==> src/rtl/cap_tmr_pkg.sv <==
`timescale 1ns/1ps
package cap_tmr_pkg;

    localparam int STAT_W = 16;

    localparam logic [2:0] MODE_CAP_CONT = 3'b010;
    localparam logic [2:0] MODE_CAP_ONE  = 3'b110;

    typedef enum logic {
        RD_STATUS  = 1'b0,
        RD_CAPTURE = 1'b1
    } rd_sel_e;

    typedef struct packed {
        logic fire;     // capture accepted this cycle
        logic wrapped;  // a wrap belongs to the interval being closed
    } cap_evt_t;

    function automatic logic mode_is_capture(input logic [2:0] m);
        return (m == MODE_CAP_CONT) || (m == MODE_CAP_ONE);
    endfunction

    function automatic logic mode_is_single(input logic [2:0] m);
        return m == MODE_CAP_ONE;
    endfunction

    function automatic logic [STAT_W-1:0] pack_status(input logic flag);
        logic [STAT_W-1:0] w;
        w    = '0;
        w[0] = flag;
        return w;
    endfunction

endpackage

==> src/rtl/cap_edge_sync.sv <==
`timescale 1ns/1ps
module cap_edge_sync #(
    parameter int STAGES = 2
) (
    input  logic clk,
    input  logic rst,
    input  logic din,
    output logic rise
);
    logic [STAGES-1:0] sh_q;
    logic              last_q;

    always_ff @(posedge clk) begin
        if (rst) begin
            sh_q   <= '0;
            last_q <= 1'b0;
        end else begin
            sh_q   <= {sh_q[STAGES-2:0], din};
            last_q <= sh_q[STAGES-1];
        end
    end

    assign rise = sh_q[STAGES-1] & ~last_q;

    // an accepted edge never lasts two cycles
    assert_single_rise_R2: assert property (@(posedge clk) disable iff (rst)
        rise |=> !rise);

endmodule

==> src/rtl/cap_counter.sv <==
`timescale 1ns/1ps
module cap_counter
    import cap_tmr_pkg::*;
#(
    parameter int CNT_W = 16
) (
    input  logic             clk,
    input  logic             rst,
    input  logic [2:0]       mode,
    input  logic             start,
    input  logic             edge_in,
    output cap_evt_t         evt,
    output logic [CNT_W-1:0] count
);
    localparam logic [CNT_W-1:0] ONE = {{(CNT_W-1){1'b0}}, 1'b1};

    logic             run_q, pend_q;
    logic [CNT_W-1:0] cnt_q;
    logic             cap_mode, count_en, wrap_now, fire, restart;

    assign cap_mode = mode_is_capture(mode);
    assign count_en = run_q & cap_mode;
    assign wrap_now = count_en & (cnt_q == '1);
    assign fire     = edge_in & count_en;
    assign restart  = start & cap_mode;

    always_ff @(posedge clk) begin
        if (rst) begin
            run_q  <= 1'b0;
            cnt_q  <= '0;
            pend_q <= 1'b0;
        end else begin
            if (fire) begin
                cnt_q  <= '0;
                pend_q <= 1'b0;
                if (mode_is_single(mode)) run_q <= 1'b0;
            end else if (count_en) begin
                cnt_q <= cnt_q + ONE;
                if (wrap_now) pend_q <= 1'b1;
            end
            if (restart) begin
                cnt_q  <= '0;
                pend_q <= 1'b0;
                run_q  <= 1'b1;
            end
        end
    end

    assign evt.fire    = fire;
    assign evt.wrapped = pend_q | wrap_now;
    assign count       = cnt_q;

    // counter restarts at zero after a capture
    assert_restart_R1: assert property (@(posedge clk) disable iff (rst)
        fire |=> cnt_q == '0);
    // steady increment while running
    assert_increment_R1: assert property (@(posedge clk) disable iff (rst)
        (count_en && !fire && !restart) |=> cnt_q == $past(cnt_q) + ONE);
    // single-shot halts after capture
    assert_single_halt_R7: assert property (@(posedge clk) disable iff (rst)
        (fire && mode_is_single(mode) && !restart) |=> !run_q);
    // idle modes freeze the count
    assert_idle_frozen_R8: assert property (@(posedge clk) disable iff (rst)
        (!cap_mode && !fire) |=> $stable(cnt_q));
    // start discards a pending wrap
    assert_start_clears_R10: assert property (@(posedge clk) disable iff (rst)
        restart |=> (!pend_q && cnt_q == '0));

endmodule

==> src/rtl/cap_status.sv <==
`timescale 1ns/1ps
module cap_status
    import cap_tmr_pkg::*;
(
    input  logic     clk,
    input  logic     rst,
    input  cap_evt_t evt,
    output logic     ovf_flag
);
    logic flag_q;

    always_ff @(posedge clk) begin
        if (rst)           flag_q <= 1'b0;
        else if (evt.fire) flag_q <= evt.wrapped;
    end

    assign ovf_flag = flag_q;

    // flag moves only at a capture
    assert_deferred_R3: assert property (@(posedge clk) disable iff (rst)
        !evt.fire |=> $stable(flag_q));

    assert_set_on_wrap_R4: assert property (@(posedge clk) disable iff (rst)
        (evt.fire && evt.wrapped) |=> flag_q);

    assert_clear_no_wrap_R5: assert property (@(posedge clk) disable iff (rst)
        (evt.fire && !evt.wrapped) |=> !flag_q);

endmodule

==> src/rtl/cap_interval_timer.sv <==
`timescale 1ns/1ps
module cap_interval_timer
    import cap_tmr_pkg::*;
#(
    parameter int CNT_W     = 16,
    parameter int SYNC_DEPTH = 2
) (
    input  logic        clk,
    input  logic        rst,
    input  logic [2:0]  mode,
    input  logic        start,
    input  logic        cap_in,
    input  logic        rd_addr,
    output logic [15:0] rd_data,
    output logic        cap_irq
);
    logic             rise;
    cap_evt_t         evt;
    logic [CNT_W-1:0] count;
    logic [CNT_W-1:0] cap_q;
    logic             irq_q;
    logic             ovf_flag;
    logic [STAT_W-1:0] cap_ext;

    cap_edge_sync #(.STAGES(SYNC_DEPTH)) u_sync (
        .clk (clk), .rst (rst), .din (cap_in), .rise (rise)
    );

    cap_counter #(.CNT_W(CNT_W)) u_cnt (
        .clk (clk), .rst (rst), .mode (mode), .start (start),
        .edge_in (rise), .evt (evt), .count (count)
    );

    cap_status u_stat (
        .clk (clk), .rst (rst), .evt (evt), .ovf_flag (ovf_flag)
    );

    always_ff @(posedge clk) begin
        if (rst) begin
            cap_q <= '0;
            irq_q <= 1'b0;
        end else begin
            irq_q <= evt.fire;
            if (evt.fire) cap_q <= count;
        end
    end

    always_comb begin
        cap_ext              = '0;
        cap_ext[CNT_W-1:0]   = cap_q;
    end

    always_comb begin
        unique case (rd_sel_e'(rd_addr))
            RD_STATUS:  rd_data = pack_status(ovf_flag);
            RD_CAPTURE: rd_data = cap_ext;
            default:    rd_data = '0;
        endcase
    end

    assign cap_irq = irq_q;

    // interrupt is a single-cycle pulse
    assert_irq_pulse_R2: assert property (@(posedge clk) disable iff (rst)
        cap_irq |=> !cap_irq);
    // every capture raises the interrupt
    assert_irq_follows_R2: assert property (@(posedge clk) disable iff (rst)
        evt.fire |=> cap_irq);
    // a wrap on the capture clock is credited to the closing interval
    assert_same_cycle_wrap_R6: assert property (@(posedge clk) disable iff (rst)
        (evt.fire && count == '1 && mode_is_capture(mode)) |=> rd_addr || rd_data[0]);
    // status word upper bits are always zero
    assert_status_upper_R9: assert property (@(posedge clk) disable iff (rst)
        !rd_addr |-> rd_data[15:1] == '0);

endmodule

==> config.mk <==
export PLATFORM = sky130hd
export DESIGN_NAME = cap_interval_timer
export DESIGN_NICKNAME = d
export VERILOG_FILES = /design/src/rtl/cap_tmr_pkg.sv /design/src/rtl/cap_edge_sync.sv /design/src/rtl/cap_counter.sv /design/src/rtl/cap_status.sv /design/src/rtl/cap_interval_timer.sv
export SDC_FILE = /design/constraint.sdc
export NUM_CORES = 1
export LEC_CHECK = 0
export BUFFER_PORTS_ARGS = -buffer_cell sky130_fd_sc_hd__buf_2
export CAP_MARGIN = 20
export CORE_UTILIZATION = 59
export DETAILED_ROUTE_END_ITERATION = 16
export PLACE_DENSITY = 0.82
export SKIP_LAST_GASP = 1
export SYNTH_ARGS = -nofsm -noshare
export SYNTH_HDL_FRONTEND = slang
export SYNTH_SLANG_ARGS = --single-unit
export TNS_END_PERCENT = 100
==> constraint.sdc <==
create_clock -name clk -period 2.8 [get_ports clk]
set_input_delay 0 -clock clk [delete_from_list [all_inputs] [get_ports clk]]
set_output_delay 0 -clock clk [all_outputs]
set_load 0.005 [all_outputs]
# Yosys cells after proc, flatten, opt, wreduce, memory -nomap -nowiden
# Cells that the tools add are included.
totals:
  out_inout_bits: 17
  elab_cells: 30
  regBits: 39
  inputBits: 8
classes:
  n_addsub: 1
  eq_ne: 3
  n_reduce_logical: 6
  bitwise_logic: 8
  muxes: 4
op_table:
  columns: ["op", "n"]
  rows:
  - ["$pmux W16 S2", 1]
  - ["$add A16 B1 Y16 const B", 1]
  - ["$eq A16 B16 Y1 const B", 1]
  - ["$and A1 B1 Y1", 5]
  - ["$reduce_and A2 Y1", 2]
  - ["$reduce_bool A2 Y1", 2]
  - ["$eq A3 B2 Y1 const B", 1]
  - ["$eq A3 B3 Y1 const B", 1]
  - ["$mux W1", 3]
  - ["$reduce_or A3 Y1", 1]
  - ["$not A1 Y1", 2]
  - ["$logic_or A1 B1 Y1", 1]
  - ["$or A1 B1 Y1", 1]

# Depth between registers and ports, before layout
# Gate-level depths: netlist (run 1).
depth:
  word_depth: 6
  mapped_depth: 7
  ltp_nobuf: 5

# Hierarchy
# Synthesis (run 1) repeated with hierarchy kept, for this count alone.
unflattened:
  hier_cells: 182
  hier_area_um2: 1697.9
modules_own_cells:
  columns: ["mod", "seq_area_each_um2", "instances", "area_per_inst_um2", "cells_each"]
  rows:
  - ["cap_counter", 360.3, 1, 859.6, 101]
  - ["cap_interval_timer", 340.3, 1, 716.9, 71]
  - ["cap_edge_sync", 60.1, 1, 87.6, 7]
  - ["cap_status", 20.0, 1, 33.8, 3]

# Worst setup path before layout (run 1)
# OpenSTA, ideal clock, no wires.
synth_path:
  path_type: "register to register"
  startpoint: "register u_cnt.run_q"
  endpoint: "register u_cnt.cnt_q[15], in the netlist u_cnt.count[15]"
  n_path_buf: 1
  slack_ns: 1.032
  setup_time_ns: 0.073
  period_less_slack_ns: 1.768
  path_stages_with_launch: 6
  arrival_time_ns: 1.695
  required_ns: 2.727
  path_cell_list: "dfxtp_1 > nand4b_4 > or4_1 > clkbuf_2 > or4_1 > a21oi_1"
synth_between:
  elab_chain_len: 3
synth_rtl:
  columns: ["item", "line_no", "source"]
  rows:
  - ["from (decl)", "cap_counter.sv:17", "logic run_q, pend_q;"]
  - ["from (signal assigned)", "cap_counter.sv:29", "run_q <= 1'b0;"]
  - ["from (signal assigned)", "cap_counter.sv:36", "if (mode_is_single(mode)) run_q <= 1'b0;"]
  - ["from (signal assigned)", "cap_counter.sv:44", "run_q <= 1'b1;"]
  - ["$and A1 B1 Y1 (*)", "cap_counter.sv:22", "assign count_en = run_q & cap_mode;"]
  - ["$and A1 B1 Y1", "cap_counter.sv:24", "assign fire = edge_in & count_en;"]
  - ["$reduce_or A3 Y1 (no source line)", null, null]
  - ["to (signal assigned)", "cap_counter.sv:38", "cnt_q <= cnt_q + ONE;"]
  - ["to (decl)", "cap_counter.sv:18", "logic [CNT_W-1:0] cnt_q;"]
# Mark *: on every way between the ends. The rest lies on a longest branch, timed or not.
# A chain may end at the register's enable or synchronous reset.

# Worst setup path in the final report (run 1)
layout_path:
  startpoint: "register u_cnt.run_q"
  endpoint: "register u_cnt.cnt_q[11], in the netlist u_cnt.count[11]"
# Same word-level chain as after synthesis.

==> results of run 1 <==
sequential cells by signal (all words and copies together), names as in the netlist:
register         flops
u_stat.ovf_flag      1
cap_irq              1
u_cnt.run_q          1
cap_ext             16
u_cnt.count         16
u_sync.last_q        1
u_cnt.pend_q         1
u_sync.sh_q          2
cell type report:
| class | count | area, µm² |
|---|---|---|
| flip-flops and latches | 39 | 781 |
| well taps | 30 | 37.5 |
| clock buffers | 8 | 68.8 |
| fillers | 205 | 688 |
| repair buffers | 27 | 150 |
| multi-input cells | 145 | 801 |
| inverters | 5 | 18.8 |
cells by family after synthesis:
| logic type | count (synthesis) | share of synthesized area |
|---|---|---|
| compound gates | 32 | 0.103 |
| xor+xnor | 9 | 0.0482 |
| fa+ha+maj | 1 | 0.00764 |
| buf+inv | 14 | 0.0336 |
| flops | 39 | 0.477 |
| mux | 1 | 0.00688 |
| simple gates | 102 | 0.323 |
report_power, final:
part	internal, mW	leakage [nW]	switching (mW)
Combinational	0.0108	0.356	0.0179
Sequential	0.557	0.315	0.00194
Clock	0.148	0.0386	0.175
Total	0.716	0.709	0.194
per-stage QoR:
step                      power [mW]  cells  hold slack, ns   util  instance area (µm²)
after floorplan                0.587    198          0.0716      -                 1640
after global placement         0.595    243           0.210  0.691                 1760
after detailed placement       0.597    243           0.247  0.691                 1760
after CTS                      0.912    254          0.0303  0.730                 1860
after global routing           0.938    254          0.0566  0.730                 1860
final                          0.910    254          0.0309  0.730                 1860
metal layers:
metal | GRT usage | vias up
li1 | - | 714
met1 | 0.298 | 607
met2 | 0.382 | 39
met3 | 0.0583 | 5
met4 | 0.124 | 0
met5 | 0 | -
how the worst min path moves through the flow:
stage / start / end / cells past startpoint
global placement: cap_in / u_sync.sh_q[0]$_SDFF_PP0_ / 2
CTS: mode[1] / u_cnt.count[1]$_SDFFE_PP0P_ / 4
global route: rst / cap_irq$_SDFF_PP0_ / 2
finish: mode[1] / u_cnt.count[1]$_SDFFE_PP0P_ / 4
floorplan: rst / u_sync.sh_q[0]$_SDFF_PP0_ / 1
detailed placement: cap_in / u_sync.sh_q[0]$_SDFF_PP0_ / 2
cell usage after synthesis:
cell,instances,area (µm²)
sky130_fd_sc_hd__nand2_1,43,161
sky130_fd_sc_hd__dfxtp_1,39,781
sky130_fd_sc_hd__a21oi_1,24,120
sky130_fd_sc_hd__and2_1,16,100
sky130_fd_sc_hd__nor2_1,12,45.0
sky130_fd_sc_hd__clkbuf_1,7,26.3
sky130_fd_sc_hd__xnor2_1,7,61.3
sky130_fd_sc_hd__inv_1,5,18.8
sky130_fd_sc_hd__o21ai_0,5,25.0
sky130_fd_sc_hd__nand3_1,4,20.0
sky130_fd_sc_hd__nor2b_1,4,25.0
sky130_fd_sc_hd__or3_1,4,25.0
sky130_fd_sc_hd__nand3b_1,3,22.5
sky130_fd_sc_hd__nand4_1,3,18.8
sky130_fd_sc_hd__nor4_1,3,18.8
sky130_fd_sc_hd__or3_2,2,15.0
sky130_fd_sc_hd__or4_1,2,15.0
sky130_fd_sc_hd__xor2_1,2,17.5
sky130_fd_sc_hd__a211oi_1,1,7.51
sky130_fd_sc_hd__and3b_2,1,10.0
sky130_fd_sc_hd__and4_1,1,8.76
sky130_fd_sc_hd__buf_2,1,5.00
sky130_fd_sc_hd__clkbuf_2,1,5.00
sky130_fd_sc_hd__ha_1,1,12.5
sky130_fd_sc_hd__mux2_2,1,11.3
sky130_fd_sc_hd__nand4b_4,1,23.8
sky130_fd_sc_hd__nor3_1,1,5.00
sky130_fd_sc_hd__o31a_1,1,8.76
sky130_fd_sc_hd__o31ai_1,1,7.51
sky130_fd_sc_hd__or2_2,1,6.26
sky130_fd_sc_hd__or4_2,1,8.76
critical path: stages, from the launching register on:
cell and delay [ns]:
sky130_fd_sc_hd__dfxtp_1 0.37, sky130_fd_sc_hd__and3b_2 0.27, sky130_fd_sc_hd__nand2_1 0.43, sky130_fd_sc_hd__nand3b_1 0.60
sky130_fd_sc_hd__a21oi_1 0.28
==> out/summary.md, run 1 <==
The total area inside the core boundary comes to 2540 µm². The number of nets handed over by synthesis was 207. The initial antenna violation count is 0. Path type of the worst setup path: reg2reg.

The sequential fraction of the synthesis area is 0.477, and the buffer levels on the longest clock path is 2. CTS placed an instance of sky130_fd_sc_hd__clkbuf_4 at the clock tree root. For the worst setup path, the data arrival time is 2.31 ns. The run gives 0.000489 V as the maximum VDD drop.

The tools report the beginning of the critical path as u_cnt.run_q$_SDFFE_PP0P_. The pre-CTS setup slack came out at 0.783 ns. For this run the aggregate overflow at the end of global routing stands at 0. After clock tree synthesis, the repair step resized 0 gates.

STA classifies the critical path endpoint as a flop. The post-layout net count is 232, and the total number of vias is 1365. The logs give 0 for the number of maximum-capacitance constraint violations and 3.06 ns for the data required time at the worst endpoint. 25 I/O pins were placed. For the worst flop-to-flop path, the logic depth is 4. The library cells used most frequently in the layout, excluding fill and tap cells, are sky130_fd_sc_hd__nand2_1 (43), sky130_fd_sc_hd__dfxtp_1 (39), sky130_fd_sc_hd__a21oi_1 (24), sky130_fd_sc_hd__buf_2 (24), sky130_fd_sc_hd__and2_1 (16). Summing every instance area after synthesis gives 1640 µm². The tools report the final-report max-slew violation count as 0.

The width of the die works out to 54.7 µm. Before antenna repair, the detailed router went through 4 iterations. The floorplan step set the die height to 54.7 µm. The first global-routing pass estimated 4.95 mm of wire.

The run finished with clean final reports. In this run the static leakage power is 0.709 nW. The number of global-route vias before repair is 1154.

During synthesis, Yosys emitted a total of 0 warnings. Setup repair after global routing left no endpoint under its margin. Dividing the detail-routed via count by the number of cells gives 5.37. The number of synthesized register bits works out to 39. The tools report the starting density of the core as 0.643. The worst-case headroom to the max-slew limit is 0.564, and the number of antenna cells inserted is 0.

The final worst slack was 0.749 ns. The run gives 198 as the number of cells produced by synthesis. Synthesis instantiated 31 different standard cells from the library. The final-report setup violation count is 0, and the average wire per cell in the routed design is 12.8 µm. In this run the register-to-register setup slack is 0.75 ns. Detailed routing placed a total of 1.48 mm of wire on met2. In this run the remaining antenna-violating nets after routing total 0. Clock tree synthesis inserted a total of 5 buffers.

The first-iteration detailed-routing DRC count was 39. The min-delay analysis places its worst path in the category in2reg. TritonCTS built the clock tree. At the pin with the least slew margin, the transition time is 0.652 ns. The routed wire length came out at 3.24 mm. Leaving out fill and tap cells, the most frequent cell in the layout is sky130_fd_sc_hd__nand2_1. The count of buffers added on input and output ports is 24. The global-route total usage across every layer is 0.240. Entering global routing, the biggest net connects 24 pins. In this run the worst setup path terminates at u_cnt.count[11]$_SDFFE_PP0P_. The clock latency on the worst-skew pair is 0.34 ns.

For the die footprint, the log shows 2990 µm². For the site row count, the log shows 18. Dividing total power by cell area gives a power density of 490 nW/µm². The fraction of the cycle the final worst path needs works out to 0.733.

For the peak clock frequency supported by timing, the log shows 488 MHz. Averaged over all synthesized cells, the footprint is 8.27 µm². Summed over all failing endpoints, the final setup total negative slack is 0 ns. The endpoint identified for the worst register-to-register timing path is u_cnt.count[11]$_SDFFE_PP0P_.

The tools report the number of sinks driven by the clock tree as 39. The congestion estimate from routability-driven global placement came to 0.760. Hold repair after CTS inserted 3 buffers. The layout overhead on the synthesized area was 13.5%. The share of cells above drive strength 1 was 0.170; the highest fanout seen on the critical path was 18. The worst setup path is launched from a flop. In the final routing, the length of wire on met1 measures 1.57 mm. Number of buffers inserted by post-CTS setup repair: 0. The final critical-path required period is 2.05 ns, and the clock-pin slew of the registers on the worst-case setup and hold paths is 0.11 ns. The final hold violation count is 0, and the number of remaining DRC errors is 0.

Once detailed placement completed, the half-perimeter wirelength came to 2.22 mm. The detailed route wirelength on metal3 came out at 169 µm. The tools report the critical register-to-register path startpoint as u_cnt.run_q$_SDFFE_PP0P_. Signal routing reaches up to met4. The H-tree was split into 2 levels. Clock skew on the completed layout was measured at 0.0104 ns.
Note: power is estimated with default switching activity, not from simulation.
==> inputs of run 2 (changes only) <==
- ABC_AREA: unset -> 1
- CORE_UTILIZATION: 59 -> 56
- PLACE_DENSITY: 0.82 -> 0.78
- clock period: 2.8 -> 2.01 ns (I/O delays scaled with it)
==> run 2 against run 1 <==
Net effect: clock skew down 0.00076 ns; combinational power grew 90%; non-clock buffer count is 4 higher; sequential power is 39% higher; via count up 21%; worst setup slack worse by 0.47 ns; critical endpoint is now u_cnt.run_q$_SDFFE_PP0P_; largest power group unchanged.
==> out/summary.md, run 2 <==
The first-pass GRT wire length was 6.29 mm (+27%); the register-to-register setup slack was 0.44 ns (-0.31 ns). For the initial antenna violation count, the log shows 0 (unchanged). The final hold violation count is 0 (unchanged). Sorting the synthesized cells by how often they occur yields sky130_fd_sc_hd__nand2_1 (64), sky130_fd_sc_hd__inv_1 (44), sky130_fd_sc_hd__dfxtp_1 (39).

For the number of remaining DRC errors, the log shows 0 (unchanged). The path category of the worst min-delay check is in2reg. The final worst slack is 0.281 ns (-0.467 ns). The buffer levels on the longest clock path came out at 2 (unchanged). Setup repair after global routing left no endpoint under its margin. The average instance area after synthesis works out to 7.20 µm² (-13%). Leaving out fill and tap cells, the most frequent cells in the layout are sky130_fd_sc_hd__nand2_1 (64), sky130_fd_sc_hd__inv_1 (44), sky130_fd_sc_hd__dfxtp_1 (39).

The instance count on the critical path came out at 6 (+2). For the site row count, the log shows 20 (+2). The number of cells produced by synthesis came out at 252 (+27%).

The tools report the cell at the root of the clock tree as sky130_fd_sc_hd__clkbuf_4. The run gives 0.00965 ns (-0.000759 ns) as the clock skew. The worst flop-to-flop path endpoint is u_cnt.run_q$_SDFFE_PP0P_. The number of H-tree branching levels was 2 (unchanged). The number of buffer and inverter instances along the worst setup path works out to 4 (+4).

The tools report the overall power as 1.47 mW (+62%). The highest fanout seen on the critical path was 2 (-16). Final-report max-slew violation count: 0 (unchanged). The number of global-route vias before repair is 1429 (+24%). STA classifies the critical path startpoint as an input port.

For the maximum number of pins on one net before global-route repair, the log shows 20 (-17%). The synthesized area was 1820 µm² (+11%). The share of cells above drive strength 1 works out to 0.200 (+0.0304). The run gives 261 (+26%) as the net count after synthesis. The data required time at the worst endpoint is 2.30 ns (-0.76 ns). The data arrival time of the worst path is 2.02 ns (-0.29 ns), and the top-level I/O count is 25 (unchanged). The endpoint of the worst setup timing path was u_cnt.run_q$_SDFFE_PP0P_. The number of sinks driven by the clock tree is 39 (unchanged), and the setup total negative slack is 0 ns (unchanged). The run finished with clean final reports. The number of maximum-capacitance constraint violations is 0 (unchanged). The critical path starts at start. Number of antenna cells inserted: 0 (unchanged). Final standard cell utilization of the core: 0.697 (-0.0325). The width of the die is 58.9 µm (+7.8%), and the placer congestion estimate is 0.883 (+16%). The synthesized design spends more area on one cell type than any other, namely sky130_fd_sc_hd__dfxtp_1.

The sequential fraction of the synthesis area was 0.430 (-0.0470). The slowest cell on the critical path is sky130_fd_sc_hd__dlygate4sd3_1. The peak clock frequency supported by timing was 578 MHz; the average wire per cell in the routed design was 11.4 µm (-11%).

The fraction of the cycle the final worst path needs is 0.860. For the clock latency on the worst-skew pair, the log shows 0.35 ns (about the same). The final critical-path required period is 1.73 ns.

The portion of synthesized cell area occupied by the leading cell type came out at 0.430 (-0.0470). TritonCTS built the clock tree. The final-report setup violation count is 0 (unchanged), and the starting density of the core is 0.595 (-0.0484). sky130_fd_sc_hd__nand2_1 is the most common cell in the netlist.

The fraction of synthesis flops using an asynchronous set or reset pin came out at 0 (unchanged). By instance count, the cell type seen most on the critical path is sky130_fd_sc_hd__dlygate4sd3_1. The run gives 293 (+26%) as the post-layout net count.

The tools report the number of buffers created by CTS as 5 (unchanged). Kind of end point of the critical path: a flop. The clock-pin slew of the registers on the worst-case setup and hold paths works out to 0.11 ns (about the same). Static leakage: 0.991 nW (+40%). Sorting the synthesized cells by area gives the leading types as sky130_fd_sc_hd__dfxtp_1 (43%), sky130_fd_sc_hd__nand2_1 (13%), sky130_fd_sc_hd__inv_1 (9.1%), sky130_fd_sc_hd__nand3_1 (6.6%), sky130_fd_sc_hd__o21ai_2 (4.8%). The number of port buffers is 24 (unchanged). The worst register-to-register path begins at u_cnt.run_q$_SDFFE_PP0P_. The die footprint was 3470 µm² (+16%).

Traced cell by cell, the critical path runs through dlygate4sd3_1 > buf_2 > nand3_1 > dlygate4sd3_1 > a21oi_1 > dlygate4sd3_1. On the critical path the largest part of the delay comes from buffers and inverters. The detailed placer's ending HPWL was 2.66 mm (+20%); the number of synthesized register bits was 39 (unchanged). The global-route total usage across every layer was 0.245 (+0.00449); the areal power density over the cells was 692 nW/µm² (+41%). The number of flops mapped to enable cells by yosys is 0 (unchanged). The leading register cell type out of synthesis is sky130_fd_sc_hd__dfxtp_1. Maximum single-stage delay on the critical path: 0.57 ns (-0.03 ns). The cell depth of the worst flop-to-flop path was 6 (+2).

Total number of vias: 1655 (+21%). Maximum VDD drop: 0.000579 V (+18%). The worst-case headroom to the max-slew limit came out at 0.772 (+0.208). The first-iteration detailed-routing DRC count is 99 (+150%), and the pre-CTS setup slack is 0.512 ns (-0.271 ns). Relative to the synthesized area, the layout overhead comes to 17.2%. The core region area was 3050 µm² (+20%). The via density per instance works out to 5.03 (-6.4%).

Die outline height: 58.9 µm (+7.8%). Path type of the worst setup path: in2reg. Transition time at the pin with the least slew margin: 0.341 ns (-0.311 ns). The most common cell after layout, fill and taps aside was sky130_fd_sc_hd__nand2_1. The tools report the overall overflow remaining after global route as 0 (unchanged). For the count of warnings emitted by yosys, the log shows 0 (unchanged). The number of unique standard cell types used by synthesis was 25 (-19%). For the count of TritonRoute iterations in the first routing pass, the log shows 4 (unchanged).

The number of antenna-violating nets in the routed design is 0 (unchanged), and the routed wire length is 3.74 mm (+15%).
## run 2: logic make-up (layout without fill, tap and decap cells)
kind of cell    Yosys count  count (layout)  share of synthesized area
fa+ha+maj                 1               1                    0.00689
flops                    39              39                      0.430
simple gates            120             120                      0.316
compound gates           37              37                      0.123
buf+inv                  54              87                      0.119
xor+xnor                  1               1                    0.00483
## run 2: layout make-up
type	instances	area, µm²
flip-flops and latches	39	781
clock inverters	2	60.1
inverters	48	185
fillers	263	925
multi-input cells	159	818
repair buffers	31	188
well taps	44	55.1
clock buffers	6	41.3
## run 2: worst min-delay path: stages
cell,delay (ns)
sky130_fd_sc_hd__buf_2,0.12
sky130_fd_sc_hd__nand3_4,0.13
sky130_fd_sc_hd__nand2_1,0.08
sky130_fd_sc_hd__a21oi_1,0.06
## run 2: power breakdown
| group | switching [mW] | total, mW | internal (mW) |
|---|---|---|---|
| clock network | 0.251 | 0.639 | 0.388 |
| registers | 0.00235 | 0.779 | 0.776 |
| logic | 0.0348 | 0.0544 | 0.0197 |
| total | 0.288 | 1.47 | 1.18 |
## run 2: worst min-delay path by stage
stage | startpoint | end | slack (ns) | cells after the start
after floorplan | rst | u_cnt.run_q$_SDFFE_PP0P_ | 0.07 | 1
after global placement | cap_in | u_sync.sh_q[0]$_SDFF_PP0_ | 0.22 | 3
after detailed placement | cap_in | u_sync.sh_q[0]$_SDFF_PP0_ | 0.21 | 3
after CTS | mode[1] | u_cnt.count[13]$_SDFFE_PP0P_ | 0.08 | 4
after global routing | mode[1] | u_cnt.count[0]$_SDFFE_PP0P_ | 0.10 | 4
final | mode[1] | u_cnt.count[13]$_SDFFE_PP0P_ | 0.09 | 4
## run 2: metrics by stage
| stage | area [µm²] | cells | hold slack, ns |
|---|---|---|---|
| finish | 2130 | 329 | 0.0891 |
| global route | 2130 | 329 | 0.101 |
| CTS | 2130 | 329 | 0.0754 |
| detailed placement | 1970 | 315 | 0.209 |
| global placement | 1970 | 315 | 0.218 |
| floorplan | 1820 | 252 | 0.0691 |
## run 2: per-layer routing
| layer | up-vias | global-route usage | wire length [µm] |
|---|---|---|---|
| li1 | 851 | - | - |
| met5 | - | 0 | 0 |
| met4 | 0 | 0.0918 | 87 |
| met2 | 56 | 0.407 | 1710 |
| met1 | 739 | 0.303 | 1760 |
| met3 | 9 | 0.0637 | 188 |
## run 2: timing repair
action | in CTS | in global routing
gates resized for setup | 0 | 0
hold buffers | 6 | 0
setup buffers | 0 | 0
endpoints found under the hold margin | 5 | 0
